[src/rtl/cpuclk_seq.sv]
module cpuclk_seq #(
  parameter int AW = 12,
  parameter int RW = 32,
  parameter int TW = 4,
  parameter int TIMEOUT_CYC = 2000000,
  parameter bit HAS_DIV1 = 1'b1,
  parameter bit DBG_ALT_DIV = 1'b1,
  parameter logic [AW-1:0] A_MUX_SEL   = 'h000,
  parameter logic [AW-1:0] A_MUX_STAT  = 'h004,
  parameter logic [AW-1:0] A_DIV0      = 'h010,
  parameter logic [AW-1:0] A_DIV1      = 'h014,
  parameter logic [AW-1:0] A_DIV0_STAT = 'h020,
  parameter logic [AW-1:0] A_DIV1_STAT = 'h024
) (
  input  logic          clk,
  input  logic          rst_n,
  input  logic          pre_req,
  input  logic          post_req,
  input  logic [RW-1:0] old_rate,
  input  logic [RW-1:0] new_rate,
  input  logic [RW-1:0] alt_rate,
  output logic [TW-1:0] tbl_idx,
  input  logic [RW-1:0] tbl_prate_khz,
  input  logic [31:0]   tbl_div0,
  input  logic [31:0]   tbl_div1,
  output logic          reg_valid,
  output logic          reg_write,
  output logic [AW-1:0] reg_addr,
  output logic [31:0]   reg_wdata,
  input  logic [31:0]   reg_rdata,
  input  logic          reg_ready,
  output logic          busy,
  output logic          done,
  output logic [2:0]    err
);
  localparam int TCW = $clog2(TIMEOUT_CYC + 1);
  localparam int PW  = RW + 10;
  localparam logic [31:0] DBG_MASK = DBG_ALT_DIV ? 32'h0007_0000 : 32'h0;
  localparam logic [31:0] RMW_MASK = 32'h7 | DBG_MASK;
  localparam logic [31:0] SEL_BIT  = 32'h0001_0000;

  typedef enum logic [4:0] {
    IDLE, LOOK, CALC, HPM_RD, D1_RD, RMW_RD, RMW_WR, RMW_POLL,
    MUX_RD, MUX_WR, MUX_POLL, D0_WR, D0_POLL, D1_WR, D1_POLL, FIN
  } st_t;

  st_t            st, pnext;
  logic           post_q, need_q;
  logic [RW-1:0]  old_q, new_q, alt_q;
  logic [31:0]    div0_q, div1_q, safe_q, rd_q;
  logic [3:0]     q_cnt;
  logic [RW+3:0]  acc;
  logic [TCW-1:0] tmo;
  logic [2:0]     err_q;
  logic [TW-1:0]  idx_q;
  logic           is_poll, cond;

  wire [RW-1:0] min_rate = (old_q < new_q) ? old_q : new_q;
  wire [PW-1:0] prod     = PW'(tbl_prate_khz) * PW'(1000);
  wire          match    = prod == PW'(new_q);
  wire          need_w   = (alt_q > old_q) || (old_q > new_q);
  wire          ack      = reg_valid && reg_ready;
  wire          reached  = acc >= (RW+4)'(alt_q);
  wire [2:0]    ratio    = reached ? 3'(q_cnt - 4'd1) : 3'd7;
  wire          tmo_hit  = tmo >= TCW'(TIMEOUT_CYC - 1);

  assign busy    = st != IDLE;
  assign done    = st == FIN;
  assign err     = err_q;
  assign tbl_idx = idx_q;

  always_comb begin
    reg_valid = 1'b1;
    reg_write = 1'b0;
    reg_addr  = A_DIV0;
    reg_wdata = 32'h0;
    is_poll   = 1'b0;
    cond      = 1'b0;
    pnext     = FIN;
    case (st)
      HPM_RD:   reg_addr = A_MUX_SEL;
      D1_RD:    reg_addr = A_DIV1;
      RMW_RD:   reg_addr = A_DIV0;
      RMW_WR: begin
        reg_write = 1'b1;
        reg_wdata = (rd_q & ~RMW_MASK) | (post_q ? (div0_q & DBG_MASK) : safe_q);
      end
      RMW_POLL: begin
        reg_addr = A_DIV0_STAT;
        is_poll  = 1'b1;
        cond     = (reg_rdata & RMW_MASK) == 32'h0;
        pnext    = post_q ? FIN : MUX_RD;
      end
      MUX_RD:   reg_addr = A_MUX_SEL;
      MUX_WR: begin
        reg_write = 1'b1;
        reg_addr  = A_MUX_SEL;
        reg_wdata = post_q ? (rd_q & ~SEL_BIT) : (rd_q | SEL_BIT);
      end
      MUX_POLL: begin
        reg_addr = A_MUX_STAT;
        is_poll  = 1'b1;
        cond     = reg_rdata[18:16] == (post_q ? 3'd1 : 3'd2);
        pnext    = post_q ? RMW_RD : D0_WR;
      end
      D0_WR: begin
        reg_write = 1'b1;
        reg_wdata = div0_q | safe_q;
      end
      D0_POLL: begin
        reg_addr = A_DIV0_STAT;
        is_poll  = 1'b1;
        cond     = reg_rdata == 32'h0;
        pnext    = HAS_DIV1 ? D1_WR : FIN;
      end
      D1_WR: begin
        reg_write = 1'b1;
        reg_addr  = A_DIV1;
        reg_wdata = div1_q;
      end
      D1_POLL: begin
        reg_addr = A_DIV1_STAT;
        is_poll  = 1'b1;
        cond     = reg_rdata == 32'h0;
      end
      default:  reg_valid = 1'b0;
    endcase
  end

  always_ff @(posedge clk or negedge rst_n) begin
    if (!rst_n) begin
      st <= IDLE; post_q <= 1'b0; need_q <= 1'b0;
      old_q <= '0; new_q <= '0; alt_q <= '0;
      div0_q <= '0; div1_q <= '0; safe_q <= '0; rd_q <= '0;
      q_cnt <= '0; acc <= '0; tmo <= '0; err_q <= '0; idx_q <= '0;
    end else begin
      if (is_poll) begin
        if (ack && (cond || tmo_hit)) begin
          if (!cond) err_q[1] <= 1'b1;
          st  <= pnext;
          tmo <= '0;
        end else if (!tmo_hit) begin
          tmo <= tmo + 1'b1;
        end
      end
      case (st)
        IDLE: if (pre_req || post_req) begin
          post_q <= !pre_req;
          old_q <= old_rate; new_q <= new_rate; alt_q <= alt_rate;
          idx_q <= '0; err_q <= '0; safe_q <= '0; tmo <= '0;
          st <= (pre_req || DBG_ALT_DIV) ? LOOK : MUX_RD;
        end
        LOOK: begin
          if (tbl_prate_khz == '0) begin
            err_q[0] <= 1'b1;
            st <= FIN;
          end else if (match) begin
            div0_q <= tbl_div0;
            div1_q <= tbl_div1;
            need_q <= need_w;
            acc    <= (RW+4)'(min_rate);
            q_cnt  <= 4'd1;
            if (post_q)      st <= MUX_RD;
            else if (need_w) st <= CALC;
            else             st <= HAS_DIV1 ? HPM_RD : MUX_RD;
          end else begin
            idx_q <= idx_q + 1'b1;
          end
        end
        CALC: begin
          if (reached || q_cnt == 4'd8) begin
            safe_q <= {29'h0, ratio} | DBG_MASK;
            if (!reached) err_q[2] <= 1'b1;
            st <= HAS_DIV1 ? HPM_RD : RMW_RD;
          end else begin
            acc   <= acc + (RW+4)'(min_rate);
            q_cnt <= q_cnt + 4'd1;
          end
        end
        HPM_RD: if (ack) st <= reg_rdata[20] ? D1_RD : (need_q ? RMW_RD : MUX_RD);
        D1_RD: if (ack) begin
          div1_q <= reg_rdata & 32'h0000_0077;
          st <= need_q ? RMW_RD : MUX_RD;
        end
        RMW_RD: if (ack) begin rd_q <= reg_rdata; st <= RMW_WR; end
        RMW_WR: if (ack) st <= RMW_POLL;
        MUX_RD: if (ack) begin rd_q <= reg_rdata; st <= MUX_WR; end
        MUX_WR: if (ack) st <= MUX_POLL;
        D0_WR:  if (ack) st <= D0_POLL;
        D1_WR:  if (ack) st <= D1_POLL;
        FIN:    st <= IDLE;
        default: ;
      endcase
    end
  end
endmodule

[config.mk]
export PLATFORM = sky130hd
export DESIGN_NAME = cpuclk_seq
export DESIGN_NICKNAME = d
export VERILOG_FILES = /design/src/rtl/cpuclk_seq.sv
export SDC_FILE = /design/constraint.sdc
export NUM_CORES = 1
export LEC_CHECK = 0
export BUFFER_PORTS_ARGS = -buffer_cell sky130_fd_sc_hd__buf_2
export CAP_MARGIN = 20
export CORE_MARGIN = 1.5
export CORE_UTILIZATION = 65
export DETAILED_ROUTE_END_ITERATION = 8
export PLACE_DENSITY = 0.88
export SYNTH_ARGS = -nofsm -noshare
export SYNTH_HDL_FRONTEND = slang
export SYNTH_SLANG_ARGS = --single-unit
[constraint.sdc]
create_clock -name clk -period 13.1 [get_ports clk]
set_clock_uncertainty 0.05 [all_clocks]
set_input_delay 2.62 -clock clk [delete_from_list [all_inputs] [get_ports clk]]
set_output_delay 2.62 -clock clk [all_outputs]
set_load 0.02 [all_outputs]
==> results of run 1 <==
-- sequential cells by signal, indices dropped and copies added (netlist names), 5 cells and up --
register	count
acc	36
alt_q	32
div0_q	32
div1_q	32
new_q	32
old_q	32
rd_q	31
tmo	21
st	5
-- power groups by stage --
stage | Sequential, mW | Clock (mW) | Combinational, mW
after floorplan | 1.23 | 0 | 3.31
after detailed placement | 1.37 | 0 | 4.45
after CTS | 1.36 | 0.875 | 4.49
after global routing | 1.39 | 0.905 | 5.04
final | 1.37 | 0.869 | 4.58
after global placement | 1.35 | 0 | 4.34
-- stage by stage --
| step | util, % | power [mW] |
|---|---|---|
| floorplan | - | 4.54 |
| global placement | 71.2 | 5.69 |
| detailed placement | 71.2 | 5.82 |
| CTS | 74.2 | 6.73 |
| global route | 74.3 | 7.34 |
| finish | 74.3 | 6.82 |
-- layer usage --
layer | global-route usage [%] | vias up | part of all wire [%]
li1 | - | 9023 | -
met2 | 63.5 | 950 | 48
met3 | 4.46 | 226 | 6.8
met4 | 16.7 | 0 | 4.9
met1 | 47.7 | 9605 | 41
met5 | 0 | - | 0
-- layout make-up --
cell class,count,area (sq um),area share (%)
diodes,3,7.51,0.0292
clock buffers,34,786,3.05
clock inverters,21,238,0.924
inverters,361,1360,5.27
multi-input cells,1748,14500,56.4
flip-flops and latches,270,6760,26.3
well taps,455,569,2.21
repair buffers,290,1520,5.90
-- cells by family (layout without fill, tap and decap cells) --
logic type	after synthesis	in the layout	share of synthesized area (%)
and+or+nand+nor	589	589	12.2
AOI/OAI and AO/OA	525	525	15.2
buffers and inverters	452	706	7.68
adders and majority gates	352	352	23.1
DFF	270	270	29.4
muxes	189	189	9.22
xor gates and xnor gates	84	84	3.21
other	1	12	0.0163
-- tightest hold or removal path: cells and delay by family, from the launching register on --
kind | cells | cell delay (ns)
DFF | 1 | 0.34
and+or+nand+nor | 2 | 0.10
-- layout by cell type, fill, tap and decap left out, types with 19 or more instances in the layout --
master	n
sky130_fd_sc_hd__dfrtp_1	270
sky130_fd_sc_hd__xor2_1	35
sky130_fd_sc_hd__nor3_1	37
sky130_fd_sc_hd__o21a_1	20
sky130_fd_sc_hd__o21ai_0	125
sky130_fd_sc_hd__ha_1	233
sky130_fd_sc_hd__a31oi_1	35
sky130_fd_sc_hd__mux2i_1	22
sky130_fd_sc_hd__clkbuf_16	30
sky130_fd_sc_hd__inv_1	361
sky130_fd_sc_hd__xnor2_1	49
sky130_fd_sc_hd__a21oi_1	123
sky130_fd_sc_hd__buf_2	274
sky130_fd_sc_hd__nand2b_1	19
sky130_fd_sc_hd__a21o_1	44
sky130_fd_sc_hd__nand2_1	206
sky130_fd_sc_hd__mux2_2	163
sky130_fd_sc_hd__a22o_1	30
sky130_fd_sc_hd__nor2_1	139
sky130_fd_sc_hd__fa_1	119
sky130_fd_sc_hd__nand3_1	33
sky130_fd_sc_hd__nand4_1	54
sky130_fd_sc_hd__nor4_1	21
sky130_fd_sc_hd__a222oi_1	28
-- path summary, 6_finish.rpt --
| path | from | endpoint | slack, ns | cells past startpoint |
|---|---|---|---|---|
| max | tbl_prate_khz[6] | div1_q[6] | 3.55 | 19 |
| min | err[0] | err[0] | 0.43 | 2 |
| max reg2reg | new_q[31] | acc[31] | 6.19 | 23 |
| min reg2reg | err[0] | err[0] | 0.43 | 2 |
| max in group asynchronous | rst_n | new_q[21] | 9.38 | 2 |
| min in group asynchronous | rst_n | tmo[9] | 2.05 | 1 |
==> run_results.csv, run 1 <==
group,metric,value,unit
power_and_ir_drop,leakage,13.3,nW
floorplanning,die_w,191,um
power_and_ir_drop,internal_power,3.37,mW
place,placement.io_buffers,274,
floorplanning,floorplan.die_area,0.0364,sq mm
logic_synthesis,yosys_most_used_dff,"sky130_fd_sc_hd__dfrtp_1",
drt,post-route-drc-count,0,
grt,grt_first_pass_wirelength,107000,um
logic_synthesis,post_synth.cell_area_avg,9.32,sq um
critical_path,worst-setup-path-type,"in -> reg",
sta,finalHoldViolations,0,
finish,filler_cell_count,2443,
clock_network,cts_hold_buffers,0,
floorplanning,initial_utilization,66.3,%
finish,nets,3282,
critical_path,crit_path_max_incr_delay,0.80,ns
sta,slew-limit-headroom,26.5,%
critical_path,cp.arrival,9.97,ns
sta,worst_hold_slack,0.426,ns
finish,area_growth_syn_to_layout,12.1,%
critical_path,critical_path_peak_fanout,36,
finish,stdcell_area,0.0257,sq mm
sta,report.final.slew_viol_count,0,
logic_synthesis,yosysWarningCount,0,
logic_synthesis,synthDistinctLibCells,81,
critical_path,path_cells,"buf_2 > fa_1 > inv_1 > fa_1 > fa_1 > inv_1 > fa_1 > ha_1 > nand2_1 > o21ai_0 > a22oi_1 > o211ai_2 > a311oi_1 > a2111oi_0 > nand4_1 > nor4_4 > nand3_4 > o21a_2 > mux2_4",
power_and_ir_drop,pwr_density_cell,265,mW/mm^2
logic_synthesis,post-synth-top-area-fraction,29.4,%
grt,first_global_vias,20400,
logic_synthesis,synth-seq-cells,270,
power_and_ir_drop,pwr-share-clk,12.8,%
drt,wl,67100,um
critical_path,critPathTopFamily,"compound AO/OA/AOI/OAI gates",
clock_network,postCtsResizedCells,0,
critical_path,cp_num_buf_inv,3,
place,detailed_place.area,0.0247,sq mm
grt,overflow,0,
logic_synthesis,most_frequently_used_cell_type_in_the_post_synthesis_netlist,"sky130_fd_sc_hd__inv_1",
critical_path,worst_path_most_repeated_cell,"sky130_fd_sc_hd__fa_1",
sta,layout_setup_ws,3.55,ns
power_and_ir_drop,combPwrFrac,67.2,%
clock_network,clockBufferDepth,3,
place,dp.final_hpwl,51900,um
logic_synthesis,postSynth.asyncResetShare,100,%
critical_path,cp_data_required_time,13.52,ns
grt,grt_use_total,37.3,%
drt,via_per_inst,6.22,
sta,worst_slew_pin_tran,1.10,ns
place,place_inst,3122,
clock_network,ctsHtreeMaxLevel,1,
power_and_ir_drop,power.sequential.fraction,20.1,%
sta,fin_crit,9.55,ns
job,maxCapViolCount,0,
logic_synthesis,synth_edf_count,0,
drt,vias,19800,
floorplanning,die_height,191,um
clock_network,post-cts-setup-buffer-count,0,
logic_synthesis,yosys-top-cells-area,"sky130_fd_sc_hd__dfrtp_1 29%, sky130_fd_sc_hd__ha_1 13%, sky130_fd_sc_hd__fa_1 10%",
place,gpl_congestion,1.02,
floorplanning,design.core.area,0.0346,sq mm
sta,fin_setup_tns,0,ns
logic_synthesis,synth_sequential_area_ratio,29.4,%
logic_synthesis,synth.cell_area,0.0229,sq mm
logic_synthesis,ys_top_cells_by_count,"361 x sky130_fd_sc_hd__inv_1, 270 x sky130_fd_sc_hd__dfrtp_1, 233 x sky130_fd_sc_hd__ha_1",
drt,drt_pre_antenna_iters,9,
sta,setup_violations,0,
grt,initial_antenna_violation_count,1,
clock_network,numCtsBuffers,30,
sta,achievable-frequency,0.105,GHz
critical_path,slowest_stage,"sky130_fd_sc_hd__a2111oi_0",
run_status,outcome,"complete, no violations",
critical_path,crit_path_end_kind,"flop",
clock_network,clk_pin_slew_worst_paths,0.06,ns
logic_synthesis,postSynthCellCount,2462,
power_and_ir_drop,switching_share,50.6,%
grt,grt_max_degree,108,
drt,route.antenna.remaining_nets,0,
sta,rsz0062_at_grt,"false",
drt,wl_per_cell,21.1,um
hold_path,hold_path_class,"reg -> reg",
critical_path,setup.worst_path.start_class,"input port",
floorplanning,num_rows,68,
power_and_ir_drop,power.ir.vdd_worst,197,uV
drt,detail_route.iter0.violations,1588,
logic_synthesis,post-synth-top-area-cell,"sky130_fd_sc_hd__dfrtp_1",
finish,fin_cells,3182,
finish,fraction_of_layout_instances_using_a_drive_strength_above_1,19.6,%
place,place_ws,3.11,ns
clock_network,cts_tree,"done",
floorplanning,ioPinCount,284,
clock_network,cts_root_buf,"sky130_fd_sc_hd__clkbuf_16",
sta,period_share,72.9,%
power_and_ir_drop,p_sw,3.45,mW
clock_network,clkSinkCount,270,
clock_network,clk-insertion-delay-late,0.58,ns
(Power assumes the default switching activity.)
==> run 2: changes to the inputs <==
CORE_UTILIZATION = 60   (was 65)
PLACE_DENSITY = 0.82   (was 0.88)
clock period = 9.93 ns   (was 13.1 ns; I/O delays follow)
==> run_results.csv, run 2 (synthesized netlist as in run 1, its figures left out) <==
group,metric,value,unit
run_status,outcome,"complete, no violations",
hold_path,hold_path_class,"reg -> reg",
floorplanning,design.core.area,0.0377,sq mm
grt,overflow,0,
place,gpl_congestion,1.08,
place,placement.io_buffers,274,
power_and_ir_drop,combPwrFrac,67.2,%
power_and_ir_drop,leakage,13.3,nW
critical_path,critical_path_peak_fanout,31,
clock_network,cts_hold_buffers,0,
floorplanning,die_height,199,um
sta,report.final.slew_viol_count,0,
finish,register_with_the_highest_flop_count,"acc",
drt,vias,19800,
drt,drt_pre_antenna_iters,7,
sta,setup_violations,0,
floorplanning,num_rows,71,
clock_network,cts_tree,"done",
drt,route.antenna.remaining_nets,0,
sta,achievable-frequency,0.122,GHz
clock_network,cts_root_buf,"sky130_fd_sc_hd__clkbuf_16",
power_and_ir_drop,pwr_density_cell,349,mW/mm^2
clock_network,numCtsBuffers,30,
drt,wl_per_cell,20.5,um
power_and_ir_drop,switching_share,50.4,%
finish,nets,3283,
sta,slew-limit-headroom,24.3,%
place,dp.final_hpwl,51800,um
finish,final_common_cell,"sky130_fd_sc_hd__inv_1",
grt,grt_use_total,33.8,%
clock_network,ctsHtreeMaxLevel,1,
grt,grt_max_degree,127,
sta,worst_slew_pin_tran,1.13,ns
power_and_ir_drop,power.sequential.fraction,20.1,%
job,maxCapViolCount,0,
critical_path,cp.arrival,8.64,ns
floorplanning,die_w,199,um
clock_network,postCtsResizedCells,0,
finish,fraction_of_layout_instances_using_a_drive_strength_above_1,19.4,%
finish,most-common-layout-cells,"361 x sky130_fd_sc_hd__inv_1, 273 x sky130_fd_sc_hd__buf_2, 270 x sky130_fd_sc_hd__dfrtp_1",
power_and_ir_drop,pwr-share-clk,12.8,%
finish,largest_register_ffs,36,
clock_network,post-cts-setup-buffer-count,0,
sta,fin_setup_tns,0,ns
critical_path,crit_path_end_kind,"flop",
drt,wl,66300,um
finish,area_growth_syn_to_layout,12.4,%
power_and_ir_drop,p_sw,4.53,mW
grt,grt_first_pass_wirelength,105000,um
clock_network,clkSinkCount,270,
sta,finalHoldViolations,0,
drt,via_per_inst,6.11,
clock_network,clk_pin_slew_worst_paths,0.07,ns
floorplanning,initial_utilization,60.9,%
clock_network,clk-insertion-delay-late,0.60,ns
sta,fin_crit,8.19,ns
floorplanning,floorplan.die_area,0.0394,sq mm
grt,initial_antenna_violation_count,0,
drt,detail_route.iter0.violations,1439,
floorplanning,ioPinCount,284,
sta,rsz0062_at_grt,"false",
drt,post-route-drc-count,0,
grt,first_global_vias,20000,
sta,period_share,82.5,%
power_and_ir_drop,internal_power,4.46,mW
finish,fin_cells,3239,
place,place_inst,3179,
critical_path,worst-setup-path-type,"in -> reg",
power_and_ir_drop,power.ir.vdd_worst,198,uV
critical_path,setup.worst_path.start_class,"input port",
clock_network,clockBufferDepth,3,
critical_path,cp_data_required_time,10.38,ns
==> run 2: changes by cell type in the layout (fill, tap and decap cells not counted), moves of 2 or more <==
cell	change
sky130_fd_sc_hd__clkinv_2	-6
sky130_fd_sc_hd__clkinv_8	-3
sky130_fd_sc_hd__inv_6	+2
sky130_fd_sc_hd__clkbuf_1	+5
==> run 2: through the flow <==
step                total power [mW]  instance area, sq um  worst slack (ns)  hold slack, ns  utilization [%]
floorplan                       5.99                 23000              2.58           0.394                -
global placement                7.50                 24700              1.09           0.410             65.7
detailed placement              7.63                 24700              1.18           0.423             65.7
CTS                             8.84                 25800              1.78           0.441             68.4
global route                    9.65                 25800              1.37           0.459             68.5
finish                          8.99                 25800              1.74           0.449             68.5
==> run 2: power by group through the flow <==
stage / registers [mW] / clock network (mW) / logic, mW
finish: 1.80 / 1.15 / 6.04
floorplan: 1.63 / 0 / 4.36
global placement: 1.79 / 0 / 5.72
detailed placement: 1.81 / 0 / 5.82
CTS: 1.79 / 1.16 / 5.89
global route: 1.83 / 1.21 / 6.61
==> run 2: layout make-up <==
| cell class | instances | area (sq um) |
|---|---|---|
| clock inverter | 14 | 198 |
| sequential | 270 | 6760 |
| multi-input combinational | 1748 | 14500 |
| inverter | 361 | 1360 |
| timing repair buffer | 291 | 1520 |
| clock buffer | 40 | 818 |
| fill | 2983 | 11900 |
| tap | 511 | 639 |
| antenna | 4 | 10.0 |
==> run 2: layer usage <==
metal / global-route usage (%) / vias to the layer above / wire, um / part of all wire, %
met5: 0 / - / 0 / 0
li1: - / 9055 / - / -
met4: 16.5 / 0 / 3580 / 5.4
met2: 55.4 / 885 / 30500 / 46
met3: 5.43 / 202 / 4930 / 7.4
met1: 43.7 / 9654 / 27200 / 41
==> run 2: final timing paths <==
check,start,endpoint,depth (start not counted),slack [ns]
max in group asynchronous,rst_n,alt_q[26],2,6.74
min in group asynchronous,rst_n,div0_q[15],1,1.40
worst min register to register,acc[33],acc[33],1,0.45
worst max-delay path,tbl_prate_khz[15],acc[4],20,1.74
worst min-delay path,acc[33],acc[33],1,0.45
worst max register to register,new_q[31],acc[30],24,3.03
==> run 2: worst max-delay path: stages <==
cell and delay [ns]:
sky130_fd_sc_hd__buf_2 0.17, sky130_fd_sc_hd__fa_1 0.57, sky130_fd_sc_hd__inv_1 0.06, sky130_fd_sc_hd__fa_1 0.50, sky130_fd_sc_hd__fa_1 0.55, sky130_fd_sc_hd__inv_1 0.05
sky130_fd_sc_hd__fa_1 0.45, sky130_fd_sc_hd__ha_1 0.45, sky130_fd_sc_hd__a21oi_2 0.22, sky130_fd_sc_hd__o21ai_1 0.19, sky130_fd_sc_hd__o41ai_1 0.57, sky130_fd_sc_hd__o211ai_2 0.31
sky130_fd_sc_hd__a31oi_1 0.31, sky130_fd_sc_hd__mux2i_1 0.25, sky130_fd_sc_hd__nand4_1 0.10, sky130_fd_sc_hd__a41oi_1 0.60, sky130_fd_sc_hd__a31o_2 0.72, sky130_fd_sc_hd__buf_4 0.34
sky130_fd_sc_hd__nor2_1 0.06, sky130_fd_sc_hd__a31oi_1 0.15
